==> src/rtl/wkt_pkg.sv <==
package wkt_pkg;
    parameter int PRESET_W  = 12;
    parameter int COUNT_W   = PRESET_W + 1;
    parameter int REL_FAST  = 1;
    parameter int REL_SLOW  = 32;
    parameter int REL_W     = $clog2(REL_SLOW + 1);
    parameter int NUM_SRC   = 4;
    parameter int SEL_W     = $clog2(NUM_SRC);

    typedef struct packed {
        logic               loaded;
        logic [COUNT_W-1:0] value;
    } ctr_state_t;

    typedef struct packed {
        logic             flag;
        logic             irq;
        logic [REL_W-1:0] rel;
    } irq_state_t;

    function automatic logic [COUNT_W-1:0] preset_eff(input logic [PRESET_W-1:0] p);
        if (p == '0) return COUNT_W'(1) << PRESET_W;
        return COUNT_W'(p);
    endfunction
endpackage

==> src/rtl/wkt_src_mux.sv <==
module wkt_src_mux
    import wkt_pkg::*;
(
    input  logic [NUM_SRC-1:0] ticks,
    input  logic [SEL_W-1:0]   sel,
    output logic               tick_sel,
    output logic               fast_src
);
    logic [NUM_SRC-1:0] hit;

    for (genvar i = 0; i < NUM_SRC; i++) begin : g_src
        assign hit[i] = ticks[i] && (sel == SEL_W'(i));
    end

    assign tick_sel = |hit;
    assign fast_src = (sel == '0);

    always_comb begin
        assert (!$isunknown(sel) -> $onehot0(hit));   // r1: at most one source passes
    end
endmodule

==> src/rtl/wkt_counter.sv <==
module wkt_counter
    import wkt_pkg::*;
(
    input  logic                clk,
    input  logic                rst_n,
    input  logic                enable,
    input  logic                run,
    input  logic                tick,
    input  logic                reload_wr,
    input  logic [PRESET_W-1:0] preset,
    output logic [COUNT_W-1:0]  count,
    output logic                expire
);
    ctr_state_t st_d, st_q;
    logic [COUNT_W-1:0] load_val;

    always_comb begin
        st_d     = st_q;
        expire   = 1'b0;
        load_val = preset_eff(preset);
        if (!enable) begin
            st_d = '0;
        end else if (reload_wr) begin
            st_d.loaded = 1'b1;
            st_d.value  = load_val;
        end else if (tick) begin
            if (!st_q.loaded) begin
                st_d.loaded = 1'b1;
                st_d.value  = load_val;
            end else if (run) begin
                if (st_q.value == COUNT_W'(1)) begin
                    st_d.value = load_val;
                    expire     = 1'b1;
                end else begin
                    st_d.value = st_q.value - COUNT_W'(1);
                end
            end
        end
    end

    always_ff @(posedge clk or negedge rst_n) begin
        if (!rst_n) st_q <= '0;
        else        st_q <= st_d;
    end

    assign count = st_q.value;

    p_never_zero_r4: assert property (@(posedge clk) disable iff (!rst_n)
        st_q.loaded |-> st_q.value != '0);
    p_hold_paused_r6: assert property (@(posedge clk) disable iff (!rst_n)
        (enable && st_q.loaded && !run && !reload_wr) |=> $stable(st_q.value));
    p_disable_clears_r9: assert property (@(posedge clk) disable iff (!rst_n)
        !enable |=> (st_q.value == '0 && !st_q.loaded));
    p_step_one_r3: assert property (@(posedge clk) disable iff (!rst_n)
        (enable && st_q.loaded && run && tick && !reload_wr && st_q.value > COUNT_W'(1))
        |=> st_q.value == $past(st_q.value) - COUNT_W'(1));
endmodule

==> src/rtl/wkt_irq.sv <==
module wkt_irq
    import wkt_pkg::*;
(
    input  logic clk,
    input  logic rst_n,
    input  logic enable,
    input  logic expire,
    input  logic fast_src,
    input  logic tick_4k,
    input  logic flag_clr,
    output logic flag,
    output logic irq
);
    irq_state_t st_d, st_q;

    always_comb begin
        st_d = st_q;
        if (st_q.irq && tick_4k) begin
            if (st_q.rel <= REL_W'(1)) begin
                st_d.irq = 1'b0;
                st_d.rel = '0;
            end else begin
                st_d.rel = st_q.rel - REL_W'(1);
            end
        end
        if (expire) begin
            st_d.irq = 1'b1;
            st_d.rel = fast_src ? REL_W'(REL_FAST) : REL_W'(REL_SLOW);
        end
        if (!enable) begin
            st_d.irq = 1'b0;
            st_d.rel = '0;
        end
        if (flag_clr) st_d.flag = 1'b0;
        if (expire)   st_d.flag = 1'b1;
    end

    always_ff @(posedge clk or negedge rst_n) begin
        if (!rst_n) st_q <= '0;
        else        st_q <= st_d;
    end

    assign flag = st_q.flag;
    assign irq  = st_q.irq;

    p_expire_raises_r4: assert property (@(posedge clk) disable iff (!rst_n)
        expire |=> (flag && irq));
    p_flag_sticky_r8: assert property (@(posedge clk) disable iff (!rst_n)
        (flag && !flag_clr) |=> flag);
    p_irq_off_disabled_r9: assert property (@(posedge clk) disable iff (!rst_n)
        !enable |=> !irq);
    p_irq_needs_tick_r5: assert property (@(posedge clk) disable iff (!rst_n)
        (irq && !tick_4k && enable) |=> irq);
endmodule

==> src/rtl/wkup_timer.sv <==
module wkup_timer
    import wkt_pkg::*;
(
    input  logic                clk,
    input  logic                rst_n,
    input  logic                tick_4k,
    input  logic                tick_64,
    input  logic                tick_1hz,
    input  logic                tick_min,
    input  logic [SEL_W-1:0]    src_sel,
    input  logic [PRESET_W-1:0] preset,
    input  logic                enable,
    input  logic                run,
    input  logic                reload_wr,
    input  logic                flag_clr,
    output logic [COUNT_W-1:0]  count,
    output logic                flag,
    output logic                irq
);
    logic tick_sel, fast_src, expire;

    wkt_src_mux u_mux (
        .ticks    ({tick_min, tick_1hz, tick_64, tick_4k}),
        .sel      (src_sel),
        .tick_sel (tick_sel),
        .fast_src (fast_src)
    );

    wkt_counter u_ctr (
        .clk       (clk),
        .rst_n     (rst_n),
        .enable    (enable),
        .run       (run),
        .tick      (tick_sel),
        .reload_wr (reload_wr),
        .preset    (preset),
        .count     (count),
        .expire    (expire)
    );

    wkt_irq u_irq (
        .clk      (clk),
        .rst_n    (rst_n),
        .enable   (enable),
        .expire   (expire),
        .fast_src (fast_src),
        .tick_4k  (tick_4k),
        .flag_clr (flag_clr),
        .flag     (flag),
        .irq      (irq)
    );
endmodule

==> config.mk <==
export PLATFORM = sky130hd
export DESIGN_NAME = wkup_timer
export DESIGN_NICKNAME = d
export VERILOG_FILES = /design/src/rtl/wkt_pkg.sv /design/src/rtl/wkt_src_mux.sv /design/src/rtl/wkt_counter.sv /design/src/rtl/wkt_irq.sv /design/src/rtl/wkup_timer.sv
export SDC_FILE = /design/constraint.sdc
export NUM_CORES = 1
export LEC_CHECK = 0
export BUFFER_PORTS_ARGS = -buffer_cell sky130_fd_sc_hd__buf_2
export CAP_MARGIN = 20
export CORE_MARGIN = 1
export CORE_UTILIZATION = 58
export DETAILED_ROUTE_END_ITERATION = 16
export PLACE_DENSITY = 0.85
export SYNTH_ARGS = -nofsm -noshare
export SYNTH_HDL_FRONTEND = slang
export SYNTH_SLANG_ARGS = --single-unit
==> constraint.sdc <==
create_clock -name clk -period 3.7 [get_ports clk]
set_input_delay 0.37 -clock clk [delete_from_list [all_inputs] [get_ports clk]]
set_output_delay 0.37 -clock clk [all_outputs]
set_load 0.01 [all_outputs]
After elaboration in Yosys (flattened, before gate mapping). Cells that the tools add are included.

Bits in registers: 22. Input bits: 24. Output and inout bits: 15. Logic and storage cells: 50.

Add/subtract/negate cells: 2. Magnitude comparators: 1. Equal/unequal tests: 8. Mux-type cells: 23. Reductions and logical operators: 11.

Operators by type and width (number): 13-bit two-way mux (5); 14-bit two-way mux (3); 7-bit two-way mux (3); 13-bit by 1-bit == test with 1-bit output (second input constant) (1); 13-bit by 1-bit subtractor with 13-bit output (second input constant) (1); 12-bit logical NOT (1); 6-bit two-way mux (2); 1-bit two-way mux (10); 3-bit by 1-bit != test with 1-bit output (second input constant) (3); 6-bit by 1-bit <= comparator with 1-bit output (second input constant) (1); 6-bit by 1-bit subtractor with 6-bit output (second input constant) (1); 1-bit logical AND (5); 2-bit == test (second input constant) (2); 4-bit != test (second input constant) (1); 2-bit AND reduction (2); 4-bit OR reduction (1); 2-bit by 1-bit == test with 1-bit output (second input constant) (1); 2-bit logical NOT (1); 2-bit nonzero test (1).

Logic depth before layout (Yosys ltp). Gate-level depths: netlist of run 1.

Depth in word-level cells: 9. Depth in mapped cells: 7. Gate-level depth less buffers: 6.

Modules after synthesis. From an unflattened synthesis of run 1, not the netlist that was laid out.

Cells, all modules: 188. Area, all modules: 1674.1 µm².

By module, submodules not included: wkt_counter (times used 1, cells an instance 135, area each 1167.4 µm², sequential area each 350.3 µm²); wkt_irq (times used 1, cells an instance 51, area each 480.5 µm², sequential area each 200.2 µm²); wkt_src_mux (times used 1, cells an instance 2, area each 26.3 µm², sequential area each 0.0 µm²).

Least setup slack after synthesis of run 1. OpenSTA, ideal clock, no wires.

Kind: register to register. From: register u_ctr.st_q, in the netlist u_ctr.count[6]. To: register u_ctr.st_q, in the netlist u_ctr.count[10]. Library setup time: 138 ps. Arrival time: 1780 ps. Data required time: 3562 ps. Path slack: 1782 ps. Stages on the path, launching flop included: 6. Path buffers: 1. Clock period less this slack: 1918 ps. Path through: dfrtp_1 -> or4_1 -> buf_2 -> or4_1 -> a31oi_1 -> o22ai_1.

Cells in the longest elaborated chain, start to end: 7. Elaborated cells on any way between the ends: 8. Those cells by class: 1 x add/sub; 1 x eq/ne; 6 x mux.

RTL lines: start: declaration (line wkt_counter.sv:14) `ctr_state_t st_d, st_q;`; start signal: assignment (line wkt_counter.sv:43) `else st_q <= st_d;`; 13-bit by 1-bit subtractor with 13-bit output or 13-bit by 1-bit == test with 1-bit output (tied branches) (line wkt_counter.sv:35, wkt_counter.sv:31); 13-bit two-way mux (*) (line wkt_counter.sv:31) `if (st_q.value == COUNT_W'(1)) begin`; 13-bit two-way mux (*) (line wkt_counter.sv:30) `end else if (run) begin`; 13-bit two-way mux (*) (line wkt_counter.sv:27) `if (!st_q.loaded) begin`; 14-bit two-way mux (*) (line wkt_counter.sv:26) `end else if (tick) begin`; 14-bit two-way mux (*) (line wkt_counter.sv:23) `end else if (reload_wr) begin`; 14-bit two-way mux (*) (line wkt_counter.sv:21) `if (!enable) begin`.

Mark *: on every way between the ends. The rest lies on a longest branch, timed or not. The select of a mux whose other input is x is not followed. A chain may end at the register's enable or synchronous reset.

Worst setup path in the final report of run 1.
From: register u_ctr.st_q, in the netlist u_ctr.count[1]. To: register u_ctr.st_q, in the netlist u_ctr.count[12].

The elaborated chain is that of the path after synthesis.

==> reports/qor.txt, run 1 <==
Status: finished with violations
Violated checks: hold timing
Maximum vdd drop: 0.2924 mV
PwrDens: 317.1 nW/um^2
Multi-input gate area: 942.2 um^2
Clock sink total: 22
Main synth FF type: dfrtp_1
FF+latch count, synth: 22
Final setup fails: 0
IO Port Bufs: 38
Clock share of power: 23.7%
Post-detailed-route wirelength per cell: 15.68 um
Reg clk slew, reported paths: 0.13 ns
Drt drc: 0
Worst-Skew Late Latency: 0.31 ns
Sum Neg Setup Slack: 0 ns
Mux cell area share after synthesis: 8.578%
Core Region: 2734 um^2
Net Switching: 0.1947 mW
Dpl ws: 1.446 ns
Antenna Violating Nets Remaining: 0
GRT Util Overall: 26.61%
Post-synth EDFFs: 0
Ant. Diodes: 0
Rel. slew slack: 37.14%
Dpl hpwl: 2.798 mm
Post-synth cell types: 41
Int Power: 0.3807 mW
WP data arrival: 2.56 ns
Routability cong.: 0.8602
Count of pins over their slew limit: 0
Xor/xnor share of the synthesized area: 0%
Net Count, Synth: 221
Critical Path RT: 3.93 ns
Synth Instances: 193
Sequential Power Share: 48.3%
DP Area: 1778 um^2
First-pass GRT wire length: 6.506 mm
Largest family of logic cells by synthesized area: simple AND/OR/NAND/NOR gates
Critical-path maximum fanout: 15
RSZ-0062 raised after global routing: false
Switching share of power: 33.83%
Fin crit share: 62.91%
Startpoint Class: register
Adder-Cell Fraction of Synth Area: 3.010%
Clk buf depth: 2
Min-delay worst type: in -> async
Worst Skew: 0.01110 ns
FMAX: 0.4296 GHz
Worst-Margin Slew: 0.9400 ns
Gate power share: 28.0%
Average size of a mapped cell: 8.616 um^2
Post-Synth Simple-Gate Area: 25.58%
Layout cells sized above 1: 23.61%
CTS tree: built
1st-pass router iterations: 4
Seq/Total Area, Yosys: 33.11%
H-tree depth: 1
Die Wd: 55.55 um
Grt total ovfl: 0
Vias: 1570
Drt via density: 6.356
Final hold viol count: 7
P&R area growth vs syn: 9.105%
Min cycle time layout: 2.328 ns
Util after Layout: 66.36%
Initial antenna violation count: 0
FP Rows: 19
Initial core utilization: 60.82%
Final Cell Area: 1814 um^2
Final worst slack: 1.372 ns
Dpl cells: 243
Post-CTS Resized: 0
Die ar.: 3085 um^2
Fill count: 232
I/O pin count: 39
Total power: 0.5754 mW
CTS Root Cell: clkbuf_4
Initial DRC count: 80
Largest net degree at the start of global routing: 23
Post-CTS Hold Fix Bufs: 0
Complex-gate fraction of the synthesized area: 19.11%
CTS buffer count: 3
Post-CTS Setup Bufs: 0
Crit Path Class: reg -> reg
Yosys warns: 0
Final hold slack: -0.002376 ns
Nets: 245
Sequential Area: 550.5 um^2
Crit. End Element: register
Maximum capacitance violations: 0
Die Height: 55.55 um
Total Wirelength: 3.872 mm
Async SR Flop Fraction: 100.0%
Synthesized cell area: 1663 um^2
Leak: 0.7685 nW
Final cell count without fillers: 247
Vias in the first global route: 1409
-- state kept, by name (all words and copies together) (netlist names) --
name	cells
u_irq.st_q	6
u_ctr.count	13
u_irq.flag	1
u_ctr.st_q	1
u_irq.irq	1
-- cells in the final DEF, fill, tap and decap left out, types with 5 or more instances in the layout --
cell / Yosys / layout
or3_1: 5 / 5
a21oi_1: 12 / 12
inv_1: 13 / 13
or4_1: 5 / 5
nor2_1: 9 / 9
nor3_1: 10 / 10
nand3_1: 8 / 8
o21ai_0: 5 / 5
dfrtp_1: 22 / 22
o22ai_1: 6 / 6
nor4_1: 6 / 6
nand2_1: 12 / 12
a211oi_1: 6 / 6
buf_2: 3 / 38
mux2i_1: 12 / 12
-- critical path, stage by stage (launching register included) --
cell      delay, ns
dfrtp_1        0.45
inv_1          0.11
ha_1           0.14
nor4b_2        0.37
a31oi_2        0.47
or4b_1         0.60
o211ai_1       0.11
-- cell type report --
| class | instances | area share (%) |
|---|---|---|
| inverter | 13 | 2.690 |
| tap | 31 | 2.138 |
| sequential | 22 | 30.34 |
| timing repair buffer | 39 | 10.90 |
| clock buffer | 4 | 2.000 |
| multi-input combinational | 138 | 51.93 |
-- cells by family after synthesis --
| logic type | count (synthesis) |
|---|---|
| buffers and inverters | 33 |
| DFF | 22 |
| and+or+nand+nor | 73 |
| muxes | 13 |
| adders and majority gates | 4 |
| AOI/OAI and AO/OA | 48 |
-- layer usage --
metal	global-route usage, %	up-vias	part of all wire [%]
met5	0	-	0
met4	11.43	0	1.9
met3	3.044	10	5.7
met1	39.54	732	48
li1	-	764	-
met2	39.24	64	44
-- cells in the mapped netlist (2+ instances only) --
library cell,count,area share [%]
nor4_1,6,2.3
dfrtp_1,22,33
buf_2,3,0.90
nand3_1,8,2.4
nand2b_1,3,1.1
ha_1,4,3.0
buf_4,13,5.9
or4_1,5,2.3
inv_1,13,2.9
o22ai_1,6,2.3
nor2b_1,2,0.75
nor4_2,2,1.5
clkbuf_1,4,0.90
o21ai_0,5,1.5
nor2_1,9,2.0
o221ai_1,4,2.1
mux2i_1,12,7.2
a21oi_1,12,3.6
nand2_1,12,2.7
nand4b_1,2,1.1
and2_1,2,0.75
a211oi_1,6,2.7
or3_1,5,1.9
a31oi_1,5,1.9
nor3_1,10,3.0
o31ai_1,3,1.4
-- final timing paths --
kind                                            start                          end  depth (start not counted)  slack (ns)
setup / recovery           u_ctr.count[1]$_DFFE_PN0P_  u_ctr.count[12]$_DFFE_PN0P_                          6        1.37
min in group clk                             flag_clr       u_irq.flag$_DFFE_PN0P_                          2        0.24
hold / removal                                  rst_n   u_ctr.count[3]$_DFFE_PN0P_                          1      -0.002
hold reg to reg                u_irq.flag$_DFFE_PN0P_       u_irq.flag$_DFFE_PN0P_                          2        0.54
max in group asynchronous                       rst_n    u_irq.st_q[1]$_DFFE_PN0P_                          1        3.36
setup reg to reg           u_ctr.count[1]$_DFFE_PN0P_  u_ctr.count[12]$_DFFE_PN0P_                          6        1.37
-- power groups by stage --
stage          Sequential [mW]  Clock, mW  Combinational, mW
6_report                 0.278      0.137              0.161
5_1_grt                  0.281      0.151              0.177
4_1_cts                  0.277      0.140              0.159
3_5_place_dp             0.282          0              0.158
3_3_place_gp             0.281          0              0.156
2_1_floorplan            0.277          0              0.122
Power figures use the tool's default switching activity.
==> run 2: changes to the inputs <==
--- a/config.mk
+++ b/config.mk
@@ -5,12 +5,13 @@
 export SDC_FILE = /design/constraint.sdc
 export NUM_CORES = 1
 export LEC_CHECK = 0
+export ABC_AREA = 1
 export BUFFER_PORTS_ARGS = -buffer_cell sky130_fd_sc_hd__buf_2
 export CAP_MARGIN = 20
 export CORE_MARGIN = 1
-export CORE_UTILIZATION = 58
+export CORE_UTILIZATION = 49
 export DETAILED_ROUTE_END_ITERATION = 16
-export PLACE_DENSITY = 0.85
+export PLACE_DENSITY = 0.76
 export SYNTH_ARGS = -nofsm -noshare
 export SYNTH_HDL_FRONTEND = slang
 export SYNTH_SLANG_ARGS = --single-unit
==> constraint.sdc (replaced) <==
create_clock -name clk -period 2.08 [get_ports clk]
set_input_delay 0.208 -clock clk [delete_from_list [all_inputs] [get_ports clk]]
set_output_delay 0.208 -clock clk [all_outputs]
set_load 0.01 [all_outputs]
==> reports/qor.txt, run 2 <==
Status: complete, no violations
Total power: 1.239 mW (+120%)
Nets: 293 (+20%)
CTS buffer count: 3 (unchanged)
I/O pin count: 39 (unchanged)
Drt via density: 4.883 (-23%)
Sum Neg Setup Slack: 0 ns (unchanged)
CTS tree: built
Commonest non-fill, non-tap cell in the layout: nand2_1
Antenna Violating Nets Remaining: 0 (unchanged)
1st-pass router iterations: 4 (unchanged)
FMAX: 0.5822 GHz (+35%)
GRT Util Overall: 20.69% (-5.9 points)
Average size of a mapped cell: 7.296 um^2 (-15%)
Leak: 1.032 nW (+34%)
Die ar.: 3771 um^2 (+22%)
Most frequent cells in the layout: nand2_1, buf_2, inv_1
Main area contributors after synthesis: dfrtp_1, nand2_1, nand3_1, buf_4, inv_1
Routability cong.: 0.8378 (-2.6%)
Net Count, Synth: 265 (+20%)
Ant. Diodes: 0 (unchanged)
FF+latch count, synth: 22 (unchanged)
Die Wd: 61.41 um (+11%)
Clk buf depth: 2 (unchanged)
Synthesized cell area: 1729 um^2 (+4.0%)
Hold depth: 2
Final hold viol count: 0 (-7)
Vias in the first global route: 1367 (-3.0%)
Reg-to-reg critical path startpoint: u_ctr.count[1]$_DFFE_PN0P_
Startpoint Class: register
CTS Root Cell: clkbuf_4
Worst Skew: 0.007945 ns (-0.003159 ns)
Reg clk slew, reported paths: 0.12 ns (about the same)
Cells along the critical path: inv_1 > ha_1 > inv_1 > nor2_1 > nand2_2 > nor2_4 > nand2_4 > nand2_8 > inv_6 > or2_0 > nand3_1 > nand2_1
Crit-path slowest cell: dfrtp_1
Hold Path End: u_irq.flag$_DFFE_PN0P_
Worst r2r dst: u_ctr.count[8]$_DFFE_PN0P_
Clock sink total: 22 (unchanged)
Yosys warns: 0 (unchanged)
Layout cells sized above 1: 24.33% (+0.72 points)
Largest delay share family, worst path: simple AND/OR/NAND/NOR gates
Crit path launch: u_ctr.count[1]$_DFFE_PN0P_
Min cycle time layout: 1.718 ns (-0.6098 ns)
Post-synth cell types: 31 (-24%)
WP data arrival: 1.92 ns (-0.64 ns)
H-tree depth: 1 (unchanged)
Rel. slew slack: 66.58% (+29 points)
CP Buf/Inv Count: 3 (+2)
Post-detailed-route wirelength per cell: 10.75 um (-31%)
Largest net degree at the start of global routing: 23 (unchanged)
Main synth FF type: dfrtp_1
Post-synth EDFFs: 0 (unchanged)
Yosys top cell area share: 31.84% (-1.3 points)
Hold path start: flag_clr
Initial antenna violation count: 0 (unchanged)
Vias: 1509 (-3.9%)
Maximum capacitance violations: 0 (unchanged)
Count leader, synth: nand2_1
FP Rows: 21 (+2)
Reg2reg path depth: 12 (+6)
Critical-path maximum fanout: 18 (+3)
Util after Layout: 55.84% (-11 points)
CP dominant cell by count: inv_1
Min-delay worst type: in -> reg
Initial DRC count: 73 (-8.8%)
DP Area: 1846 um^2 (+3.8%)
Post-CTS Resized: 0 (unchanged)
IO Port Bufs: 38 (unchanged)
R2R setup slack: 0.36 ns (-1.01 ns)
Drt drc: 0 (unchanged)
Die Height: 61.41 um (+11%)
Top cells by count, synth: nand2_1, inv_1, nand3_1
Fin crit share: 82.58% (+20 points)
First-pass GRT wire length: 5.885 mm (-9.5%)
Worst-Skew Late Latency: 0.29 ns (-0.02 ns)
Total Wirelength: 3.323 mm (-14%)
Async SR Flop Fraction: 100.0% (unchanged)
Critical Path RT: 2.28 ns (-1.65 ns)
Grt total ovfl: 0 (unchanged)
Crit Path Class: reg -> reg
Final cell count without fillers: 309 (+25%)
RSZ-0062 raised after global routing: false
Crit. End Element: register
Initial core utilization: 51.41% (-9.4 points)
Core Region: 3363 um^2 (+23%)
Synth Instances: 237 (+23%)
Maximum vdd drop: 0.2623 mV (-10%)
Final Cell Area: 1878 um^2 (+3.5%)
P&R area growth vs syn: 8.611%
Dpl hpwl: 2.605 mm (-6.9%)
Final setup fails: 0 (unchanged)
Count of pins over their slew limit: 0 (unchanged)
Worst stage delay on the critical path: 0.43 ns (-0.17 ns)
PwrDens: 659.8 nW/um^2 (+110%)
Dpl cells: 305 (+26%)
Seq/Total Area, Yosys: 31.84% (-1.3 points)
Largest register FFs: 13 (unchanged)
Worst-Margin Slew: 0.5014 ns (-0.4386 ns)
Post-synth top area cell: dfrtp_1
## run 2: cell types whose count changed in the layout (fill, tap and decap cells not counted), moves of 7 or more
cell | before | now
nor3_1 | 10 | 2
nor2_1 | 9 | 16
nand2_1 | 12 | 76
a21oi_1 | 12 | 4
inv_1 | 13 | 25
mux2i_1 | 12 | 0
nand3_1 | 8 | 23
## run 2: layout make-up
class / instances / area (um^2)
Timing Repair Buffer: 39 / 200.2
Fill cell: 348 / 1485
Sequential cell: 22 / 550.5
Tap cell: 46 / 57.56
Inverter: 27 / 106.4
Multi-Input combinational cell: 172 / 940.9
Clock buffer: 3 / 22.52
## run 2: power breakdown
part	internal (mW)	switching (mW)	total, mW
logic	0.194	0.291	0.484
clock network	0.0673	0.116	0.183
registers	0.491	0.0808	0.572
## run 2: kinds of logic after synthesis
family,Yosys count,share of synthesized area (%)
AO/OA/AOI/OAI,18,7.959
XOR/XNOR,8,4.052
buffers and inverters,43,13.75
AND/OR/NAND/NOR,142,39.51
adder cells (fa/ha/maj),4,2.894
flip-flops,22,31.84
## run 2: timing repair
| item | CTS | global route |
|---|---|---|
| buffers inserted | 0 | 0 |
| hold buffers | 1 | 0 |
| endpoints found under the hold margin | 22 | 0 |
## run 2: metrics by stage
stage	hold WS [ns]	worst slack [ns]
after floorplan	-0.08759	0.5523
after global placement	0.2026	0.4085
after detailed placement	0.2054	0.3514
after CTS	0.1015	0.3377
after global routing	0.09247	0.1978
final	0.1193	0.3622
## run 2: worst max-delay path by stage
stage / end / slack [ns] / depth (start not counted)
floorplan: u_ctr.count[0]$_DFFE_PN0P_ / 0.55 / 12
global placement: u_ctr.count[8]$_DFFE_PN0P_ / 0.41 / 12
detailed placement: u_ctr.count[8]$_DFFE_PN0P_ / 0.35 / 12
CTS: u_ctr.count[8]$_DFFE_PN0P_ / 0.34 / 12
global route: u_ctr.count[10]$_DFFE_PN0P_ / 0.20 / 9
finish: u_ctr.count[8]$_DFFE_PN0P_ / 0.36 / 12
## run 2: worst register-to-register path, delay by kind of cell, from the launching register on
family | cells | cell delay (ns)
buf+inv | 3 | 0.21
simple gates | 8 | 0.84
flops | 1 | 0.43
fa+ha+maj | 1 | 0.15
## run 2: metal layers
layer  vias to the layer above  routed length (um)  track usage [%]
li1                        794                   -                -
met1                       688                1766            31.42
met2                        25                1431            31.83
met3                         2                 101            1.891
met4                         0                  24            4.762
met5                         -                   0                0
==> run 3: changes to the inputs <==
--- a/config.mk
+++ b/config.mk
@@ -9,9 +9,9 @@
 export BUFFER_PORTS_ARGS = -buffer_cell sky130_fd_sc_hd__buf_2
 export CAP_MARGIN = 20
 export CORE_MARGIN = 1
-export CORE_UTILIZATION = 49
+export CORE_UTILIZATION = 54
 export DETAILED_ROUTE_END_ITERATION = 16
-export PLACE_DENSITY = 0.76
+export PLACE_DENSITY = 0.8
 export SYNTH_ARGS = -nofsm -noshare
 export SYNTH_HDL_FRONTEND = slang
 export SYNTH_SLANG_ARGS = --single-unit
==> constraint.sdc (replaced) <==
create_clock -name clk -period 1.7 [get_ports clk]
set_input_delay 0.17 -clock clk [delete_from_list [all_inputs] [get_ports clk]]
set_output_delay 0.17 -clock clk [all_outputs]
set_load 0.01 [all_outputs]
==> reports/qor.txt, run 3 (synthesis results as in run 2) <==
I/O pin count: 39 (unchanged)
Total Wirelength: 3.441 mm (+3.6%)
Drt via density: 4.916 (+0.67%)
Post-detailed-route wirelength per cell: 11.10 um (+3.2%)
Maximum capacitance violations: 0 (unchanged)
Dpl hpwl: 2.610 mm (+0.20%)
Count of pins over their slew limit: 0 (unchanged)
Min cycle time layout: 1.622 ns (-0.09539 ns)
Crit path to: u_ctr.count[12]$_DFFE_PN0P_
Crit path launch: u_ctr.count[0]$_DFFE_PN0P_
Reg2reg path depth: 9 (-3)
Fin crit share: 95.43% (+13 points)
Die Wd: 58.59 um (-4.6%)
Core Region: 3053 um^2 (-9.2%)
Commonest non-fill, non-tap cell in the layout: nand2_1
Largest net degree at the start of global routing: 23 (unchanged)
Worst Skew: 0.003416 ns (-0.004530 ns)
PwrDens: 812.7 nW/um^2 (+23%)
H-tree depth: 1 (unchanged)
Crit. End Element: register
CTS tree: built
Status: complete, no violations
Final Cell Area: 1928 um^2 (+2.7%)
Layout cells sized above 1: 27.44% (+3.1 points)
Vias: 1524 (+0.99%)
Min-delay worst type: in -> reg
CTS Root Cell: clkbuf_4
Reg-to-reg critical path startpoint: u_ctr.count[0]$_DFFE_PN0P_
Gate power share: 39.8% (+0.7 points)
FP Rows: 20 (-4.8%)
1st-pass router iterations: 4 (unchanged)
Worst-Skew Late Latency: 0.31 ns (+0.02 ns)
Hold path start: flag_clr
Nets: 296 (+1.0%)
Critical-path maximum fanout: 5 (-13)
Initial core utilization: 56.64% (+5.2 points)
Largest register FFs: 13 (unchanged)
R2R setup slack: 0.08 ns (-0.28 ns)
Final worst slack: 0.07763 ns (-0.2846 ns)
Rel. slew slack: 67.44% (+0.86 points)
FMAX: 0.6164 GHz (+5.9%)
WP data arrival: 1.83 ns (-0.09 ns)
Initial DRC count: 51 (-30%)
Routability cong.: 0.8502 (+1.5%)
Ant. Diodes: 0 (unchanged)
CTS buffer count: 3 (unchanged)
Reg clk slew, reported paths: 0.12 ns (about the same)
Dpl ws: 0.01000 ns (-0.3414 ns)
IO Port Bufs: 38 (unchanged)
Drt drc: 0 (unchanged)
First-pass GRT wire length: 5.671 mm (-3.6%)
Grt total ovfl: 0 (unchanged)
Vias in the first global route: 1306 (-4.5%)
Most frequent cells in the layout: nand2_1, buf_2, inv_1
Startpoint Class: register
Clock share of power: 15.3% (+0.5 points)
Maximum vdd drop: 0.4372 mV (+67%)
Die ar.: 3432 um^2 (-9.0%)
P&R area growth vs syn: 11.51%
GRT Util Overall: 21.45% (+0.77 points)
Sequential Power Share: 44.9% (-1.3 points)
Critical Path RT: 1.91 ns (-0.37 ns)
Clk buf depth: 2 (unchanged)
Crit Path Class: reg -> reg
Net Switching: 0.6352 mW (+30%)
Antenna Violating Nets Remaining: 0 (unchanged)
Int Power: 0.9318 mW (+24%)
Initial antenna violation count: 0 (unchanged)
Final hold viol count: 0 (unchanged)
Worst-Margin Slew: 0.4885 ns (-0.01290 ns)
Switching share of power: 40.54% (+1.2 points)
Leak: 1.046 nW (+1.4%)
Final setup fails: 0 (unchanged)
Clock sink total: 22 (unchanged)
RSZ-0062 raised after global routing: true
Die Height: 58.59 um (-4.6%)
DP Area: 1851 um^2 (+0.27%)
Worst r2r dst: u_ctr.count[12]$_DFFE_PN0P_
[run 3: power groups by stage]
stage | Clock (mW) | Sequential (mW) | Combinational [mW]
2_1_floorplan | 0 | 0.688 | 0.505
5_1_grt | 0.261 | 0.714 | 0.711
3_5_place_dp | 0 | 0.708 | 0.602
4_1_cts | 0.239 | 0.699 | 0.608
6_report | 0.240 | 0.703 | 0.624
3_3_place_gp | 0 | 0.705 | 0.589
[run 3: worst max-delay path, stage by stage, from the launching register on]
cell,delay (ns)
dfrtp_2,0.46
inv_1,0.13
ha_2,0.22
nand2_1,0.15
nor2_1,0.18
nand2_1,0.08
xor2_1,0.13
nand2_1,0.06
nand3_1,0.06
nand2_1,0.05
[run 3: worst min path at each step]
stage / end / slack [ns] / cells after the start
after floorplan: u_ctr.count[0]$_DFFE_PN0P_ / -0.13 / 0
after global routing: u_irq.flag$_DFFE_PN0P_ / 0.03 / 2
after CTS: u_irq.flag$_DFFE_PN0P_ / 0.04 / 2
after detailed placement: u_irq.st_q[4]$_DFFE_PN0P_ / 0.18 / 1
final: u_irq.flag$_DFFE_PN0P_ / 0.03 / 2
after global placement: u_irq.flag$_DFFE_PN0P_ / 0.17 / 1
[run 3: stage by stage]
stage	util [%]	power [mW]	cells	setup TNS (ns)	hold WS, ns
floorplan	-	1.193	237	0	-0.1256
global placement	60.61	1.294	304	0	0.1655
detailed placement	60.61	1.310	304	0	0.1764
CTS	61.84	1.547	308	0	0.03514
global route	63.16	1.687	310	-0.4312	0.02880
finish	63.16	1.567	310	0	0.02903
[run 3: repair_timing]
item,in CTS,in global routing
resized for setup,1,8
hold buffers,1,0
hold endpoints to repair,22,0
buffers inserted,0,2
endpoints found under the setup margin,1,12
pin swaps,0,3
[run 3: final cells by class]
| cell class | instances | area, um^2 |
|---|---|---|
| multi-input combinational | 172 | 967.2 |
| sequential | 22 | 551.8 |
| inverter | 27 | 108.9 |
| fill | 294 | 1125 |
| clock buffer | 3 | 22.52 |
| timing repair buffer | 42 | 222.7 |
| tap | 44 | 55.05 |
[run 3: metal layers]
| metal | track usage [%] | wire length (um) | part of all wire [%] |
|---|---|---|---|
| met1 | 29.97 | 1693 | 49 |
| met2 | 34.48 | 1600 | 46 |
| met3 | 2.418 | 99 | 2.9 |
| met4 | 7.823 | 47 | 1.4 |
| met5 | 0 | 0 | 0 |
